$ cat src/rtl/lpg_pkg.sv
package lpg_pkg;
    localparam int CLS_W = 2;

    typedef enum logic [CLS_W-1:0] {
        CLS_OTHER  = 2'b00,
        CLS_IJMP   = 2'b01,
        CLS_ICALL  = 2'b10,
        CLS_MARKER = 2'b11
    } ret_class_e;

    typedef enum logic {
        ST_IDLE = 1'b0,
        ST_WAIT = 1'b1
    } guard_state_e;
endpackage

$ cat src/rtl/lpg_classify.sv
module lpg_classify
    import lpg_pkg::*;
(
    input  logic             ret_valid,
    input  logic [CLS_W-1:0] ret_class,
    output logic             arm_ev,
    output logic             pad_ev,
    output logic             bad_ev
);
    always_comb begin
        arm_ev = 1'b0;
        pad_ev = 1'b0;
        bad_ev = 1'b0;
        if (ret_valid) begin
            unique case (ret_class)
                CLS_IJMP, CLS_ICALL: begin
                    arm_ev = 1'b1;
                    bad_ev = 1'b1;
                end
                CLS_MARKER: pad_ev = 1'b1;
                default:    bad_ev = 1'b1;
            endcase
        end
    end
endmodule

$ cat src/rtl/lpg_fsm.sv
module lpg_fsm
    import lpg_pkg::*;
(
    input  logic clk,
    input  logic rst_n,
    input  logic chk_en,
    input  logic arm_ev,
    input  logic pad_ev,
    input  logic bad_ev,
    input  logic ctx_save,
    input  logic ctx_restore,
    input  logic restore_pend,
    output logic pend_out,
    output logic cp_fault
);
    guard_state_e state_q, state_d;
    logic         fault_d;

    // next state and fault decision
    always_comb begin
        state_d = state_q;
        fault_d = 1'b0;
        if (!chk_en) begin
            state_d = ST_IDLE;                       // OFF
        end else if (ctx_restore) begin
            state_d = restore_pend ? ST_WAIT : ST_IDLE; // RELOAD
        end else if (ctx_save) begin
            state_d = ST_IDLE;                       // STASH
        end else begin
            unique case (state_q)
                ST_IDLE: if (arm_ev) state_d = ST_WAIT;   // ARM
                ST_WAIT: begin
                    if (pad_ev) begin
                        state_d = ST_IDLE;           // LAND
                    end else if (bad_ev) begin
                        state_d = ST_IDLE;           // VIOLATE
                        fault_d = 1'b1;
                    end
                end
                default: state_d = ST_IDLE;
            endcase
        end
    end

    // state register
    always_ff @(posedge clk) begin
        if (!rst_n) state_q <= ST_IDLE;
        else        state_q <= state_d;
    end

    // output register
    always_ff @(posedge clk) begin
        if (!rst_n) cp_fault <= 1'b0;
        else        cp_fault <= fault_d;
    end

    assign pend_out = (state_q == ST_WAIT);


    fault_pulse_chk: assert property (@(posedge clk) disable iff (!rst_n)
        cp_fault |=> !cp_fault);

    fault_cause_chk: assert property (@(posedge clk) disable iff (!rst_n)
        $rose(cp_fault) |-> ($past(pend_out) && $past(chk_en) && !$past(pad_ev)
                             && !$past(ctx_save) && !$past(ctx_restore) && !pend_out));

    disabled_quiet_chk: assert property (@(posedge clk) disable iff (!rst_n)
        !chk_en |=> (!pend_out && !cp_fault));

    idle_hold_chk: assert property (@(posedge clk) disable iff (!rst_n)
        (chk_en && !arm_ev && !pad_ev && !bad_ev && !ctx_save && !ctx_restore)
        |=> ($stable(pend_out) && !cp_fault));

    idle_pad_chk: assert property (@(posedge clk) disable iff (!rst_n)
        (!pend_out && !ctx_restore) |=> !cp_fault);

    reload_chk: assert property (@(posedge clk) disable iff (!rst_n)
        (chk_en && ctx_restore) |=> (pend_out == $past(restore_pend)));
endmodule

$ cat src/rtl/landing_pad_guard.sv
module landing_pad_guard
    import lpg_pkg::*;
(
    input  logic             clk,
    input  logic             rst_n,
    input  logic             chk_en,
    input  logic             ret_valid,
    input  logic [CLS_W-1:0] ret_class,
    input  logic             ctx_save,
    input  logic             ctx_restore,
    input  logic             restore_pend,
    output logic             pend_out,
    output logic             cp_fault
);
    logic arm_ev, pad_ev, bad_ev;

    lpg_classify u_cls (
        .ret_valid (ret_valid),
        .ret_class (ret_class),
        .arm_ev    (arm_ev),
        .pad_ev    (pad_ev),
        .bad_ev    (bad_ev)
    );

    lpg_fsm u_fsm (
        .clk          (clk),
        .rst_n        (rst_n),
        .chk_en       (chk_en),
        .arm_ev       (arm_ev),
        .pad_ev       (pad_ev),
        .bad_ev       (bad_ev),
        .ctx_save     (ctx_save),
        .ctx_restore  (ctx_restore),
        .restore_pend (restore_pend),
        .pend_out     (pend_out),
        .cp_fault     (cp_fault)
    );
endmodule

$ cat config.mk
export PLATFORM = sky130hd
export DESIGN_NAME = landing_pad_guard
export DESIGN_NICKNAME = d
export VERILOG_FILES = /design/src/rtl/lpg_pkg.sv /design/src/rtl/lpg_classify.sv /design/src/rtl/lpg_fsm.sv /design/src/rtl/landing_pad_guard.sv
export SDC_FILE = /design/constraint.sdc
export NUM_CORES = 1
export LEC_CHECK = 0
export ABC_AREA = 1
export CAP_MARGIN = 15
export CORE_AREA = 5 5 42 44
export CTS_BUF_LIST = sky130_fd_sc_hd__clkbuf_2
export DETAILED_ROUTE_END_ITERATION = 8
export DIE_AREA = 0 0 47 49
export SLEW_MARGIN = 20
export SYNTH_ARGS = -nofsm -noshare
export SYNTH_HDL_FRONTEND = slang
export SYNTH_SLANG_ARGS = --single-unit
$ cat constraint.sdc
create_clock -name clk -period 0.8 [get_ports clk]
set_input_delay 0.08 -clock clk [delete_from_list [all_inputs] [get_ports clk]]
set_output_delay 0.08 -clock clk [all_outputs]
set_load 0.01 [all_outputs]
* Yosys cells after proc, flatten, opt, wreduce, memory -nomap -nowiden *
Cells that the tools add are included.
W data, S select, Z words.

storage, ports and cells
  flip-flop bits (word level) = 2
  input port bits = 9
  output and inout port bits = 2
  logic and storage cells = 25

cells by class
  equal/unequal tests = 3
  multiplexer cells = 14
  bitwise operators = 3
  reduce and logical (&&, ||, !) cells = 3

operators with widths
  operator              number
  $mux W1               13
  $reduce_or A6 Y1      1
  $eq A2 B2 Y1 const B  2
  $not A1 Y1            3
  $eq A2 B1 Y1 const B  1
  $pmux W1 S2           1
  $reduce_and A2 Y1     1
  $reduce_or A2 Y1      1

* Logic depth before layout (Yosys ltp) *
  depth after elaboration = 8
  mapped depth = 5
  depth with buffers taken out = 5

* Cells and area by module *
A second synthesis with hierarchy kept.

unflattened totals
  cells, all modules = 25
  area, all modules = 148.9 um2

by module, submodules not included
  module        times used  cells an instance  area each (um2)  seq. area each (um2)
  lpg_fsm       1           18                 111.4            40.0
  lpg_classify  1           7                  37.5             0.0

* Least setup slack after synthesis *
Ideal clock, no wire load.

  path type = register to register
  start point = reg u_fsm.state_q (netlist: u_fsm.pend_out)
  end point = reg u_fsm.state_q (netlist: u_fsm.pend_out)
  library setup time = 115 ps
  arrival time = 601 ps
  data required time = 685 ps
  setup slack = 84 ps
  stages on the path, launching flop included = 4
  path buffers = 0
  clock period less this slack = 716 ps
  path through = dfxtp_1 nand2_1 nand3_1 a21oi_2

between the ends
  cells in the longest elaborated chain, start to end = 4

RTL lines
  item                    line           source
  from (decl)             lpg_fsm.sv:16  guard_state_e state_q, state_d;
  from (signal assigned)  lpg_fsm.sv:48  else state_q <= state_d;
  $not A1 Y1              lpg_fsm.sv:30  unique case (state_q)
  $pmux W1 S2 *           lpg_fsm.sv:30
  $mux W1 *               lpg_fsm.sv:27  end else if (ctx_save) begin
  $mux W1 *               lpg_fsm.sv:25  end else if (ctx_restore) begin

Mark *: on every way between the ends. The rest lies on a longest branch, timed or not.
A chain may end at the register's enable or synchronous reset.

* Final worst setup path *
  start point = in ret_class[1]
  end point = reg u_fsm.state_q (netlist: u_fsm.pend_out)

between the ends
  cells in the longest elaborated chain, start to end = 8
  elaborated cells on any way between the ends = 16
  those cells by class = eq/ne (3); mux (12); reduce/logical (1)

RTL lines
  item                                          line                                    source
  from (decl)                                   landing_pad_guard.sv:8                  input logic [CLS_W-1:0] ret_class,
  $eq A2 B2 Y1 or $eq A2 B1 Y1 (tied branches)  lpg_classify.sv:15                      unique case (ret_class)
  $mux W1 or $reduce_or A2 Y1 (tied branches)   lpg_classify.sv:15
  $mux W1 (on tied branches)                    lpg_classify.sv:14, lpg_classify.sv:15
  $mux W1 (on tied branches)                    lpg_fsm.sv:35, lpg_classify.sv:14
  $mux W1 (on tied branches)                    lpg_fsm.sv:33, lpg_fsm.sv:31
  $pmux W1 S2 *                                 lpg_fsm.sv:30
  $mux W1 *                                     lpg_fsm.sv:27
  $mux W1 *                                     lpg_fsm.sv:25

Marks and branches as above.

==> flow_summary.json <==
{
  "status": "complete, no violations",
  "routed_via_density": 3.43,
  "cts_hold_buf": 0,
  "yosys.area.top_type": "dfxtp_1",
  "fmax_mhz": 1310,
  "multi_input_area_um2": 81.3,
  "grt.total_usage": 0.0394,
  "place_congestion": 0.655,
  "diodes": 0,
  "synthCells": 14,
  "clk_pin_slew_worst_paths_ps": 30,
  "first_global_vias": 142,
  "synthMuxAreaShare": 0,
  "synth_top_family_by_area": "simple AND/OR/NAND/NOR gates",
  "core_um2": 1400,
  "synth_ff_type": "dfxtp_1",
  "synth_edf_count": 0,
  "postCtsSetupBuffers": 0,
  "synth_xor_xnor_area_share": 0,
  "numPortBuffers": 10,
  "ff_latch_area_um2": 41.3,
  "hold_path_class": "in2reg",
  "antenna_found_initial": 0,
  "wl_per_cell_um": 8.00,
  "leakagePower_nw": 0.125,
  "cts.sinks": 2,
  "period_minus_slack_ps": 763,
  "htree_levels": 1,
  "drc": 0,
  "synth-simple-area-share": 0.409,
  "avgSynthCellArea_um2": 7.86,
  "r2r_cells": 5,
  "hold_ws_ps": 221,
  "ys_warn_count": 0,
  "place_area_um2": 238,
  "power.density_nw_per_um2": 1270,
  "io_pins": 11,
  "cts_buffers": 3,
  "crit_fanout": 1,
  "drtAntennaViolNets": 0,
  "slew_violations": 0,
  "finalHoldViolations": 0,
  "ir_drop_uv": 343,
  "synthesis.area_um2": 110,
  "dr.pass1.iters": 2,
  "tightestPinTransition_ps": 155,
  "initial_core_util": 0.0786,
  "relSlewSlack": 0.897,
  "arrival_ps": 880,
  "grt_max_degree": 3,
  "place_inst": 41,
  "synth_compound_area_frac": 0.0795,
  "synth_cell_type_count": 8,
  "cap_violations": 0,
  "clk_latency_ps": 190,
  "fin_setup_tns_ps": 0,
  "rows": 14,
  "synth-seq-cells": 2,
  "fin_crit_sh": 0.953,
  "fillCellCount": 180,
  "vias": 151,
  "async_flop_share": 0,
  "die_x_um": 47,
  "syn_nets": 24,
  "design.die.area_um2": 2300,
  "dr.first_iter.drc_count": 2,
  "setup_viol": 0,
  "drive_gt1_frac": 0.500,
  "hold_depth": 3,
  "rsz0062_at_grt": "yes",
  "yosysMostFrequentCell": "nand2_1",
  "seq_area_frac_synth": 0.364,
  "overflow": 0,
  "cts_tree": "built",
  "grt_pass1_wl_um": 552,
  "finalClockSkew_ps": 1.65,
  "nNetsFinal": 40,
  "cts_root_buf": "clkbuf_2",
  "critPathLaunchType": "input pin",
  "ctsLongestPathBuffers": 2,
  "final_area_um2": 263,
  "areaGrowthSynthToFinish_pct": 139,
  "critical_path_required_ps": 920,
  "endpoint_kind": "flip-flop",
  "synth_top_area_frac": 0.364,
  "ys_top_cells_by_area": "dfxtp_1, nand2_1, ha_1, nand3_1, nor3_2",
  "die_h_um": 49,
  "total_power_mw": 0.333,
  "worstSetupPathType": "in2reg",
  "yosys-top-cells-count": "nand2_1, dfxtp_1, nand3_1",
  "final_cells": 44,
  "drt-total-wl_um": 352,
  "synth_fa_ha_area_frac": 0.114
}
## state kept, by name (all words and copies together) (netlist names)
| register | count |
|---|---|
| u_fsm.pend_out | 1 |
| u_fsm.cp_fault | 1 |
## final timing paths
| path | slack, ps | startpoint | end |
|---|---|---|---|
| setup / recovery | 40 | ret_class[1] | u_fsm.pend_out |
| setup reg to reg | 60 | u_fsm.pend_out | u_fsm.pend_out |
| hold / removal | 220 | ret_valid | u_fsm.cp_fault |
| hold reg to reg | 570 | u_fsm.pend_out | u_fsm.cp_fault |
## worst max-delay path, stage by stage
cell and delay (ps):
dlygate4sd2_1 230, ha_1 270, nand2_1 60, nand2_2 70, nand3_2 60, a21oi_2 110
## cell type report
type / count / area share
repair buffers: 11 / 0.386
multi-input cells: 11 / 0.310
flip-flops and latches: 2 / 0.157
inverters: 1 / 0.0143
clock buffers: 3 / 0.0571
well taps: 16 / 0.0762
## what timing repair did
action	in CTS	in global routing
resized for setup	12	6
pin swaps	3	1
cloned	0	0
endpoints found under the setup margin	3	1
## placed cells by master, fill, tap and decap left out
master / instances
nor3_2: 1
nand2_2: 1
nand3_2: 1
clkbuf_2: 3
nand2_1: 3
nand2_4: 1
clkdlybuf4s50_1: 5
inv_2: 1
a21oi_2: 1
dfxtp_2: 1
dlygate4sd2_1: 2
dfxtp_1: 1
nor2_2: 1
ha_1: 1
buf_2: 2
dlymetal6s2s_1: 1
nand3_1: 1
buf_6: 1
## per-layer routing
layer	global-route usage	part of all wire	wire, um	up-vias
met3	0.0480	0.23	82	0
met1	0.0349	0.36	128	64
li1	-	-	-	76
met2	0.0407	0.40	141	11
met5	0	0	0	-
met4	0.0415	0	0	0
## power breakdown
part | internal (mW) | switching (mW)
logic | 0.0454 | 0.0269
clock network | 0.0996 | 0.0571
registers | 0.103 | 0.00118
total | 0.248 | 0.0852
## kinds of logic (layout without fill, tap and decap cells)
group	after synthesis	in the layout
DFF	2	2
and+or+nand+nor	9	9
adders and majority gates	1	1
AOI/OAI and AO/OA	1	1
buffers and inverters	1	15
## stage by stage
stage / setup slack [ps] / utilization
2_1_floorplan: 83.7 / -
3_3_place_gp: -321 / 0.170
3_5_place_dp: -340 / 0.170
4_1_cts: 1.91 / 0.177
5_1_grt: -31.6 / 0.188
6_report: 37.4 / 0.188
No activity file was read; power rests on OpenSTA's default activity.
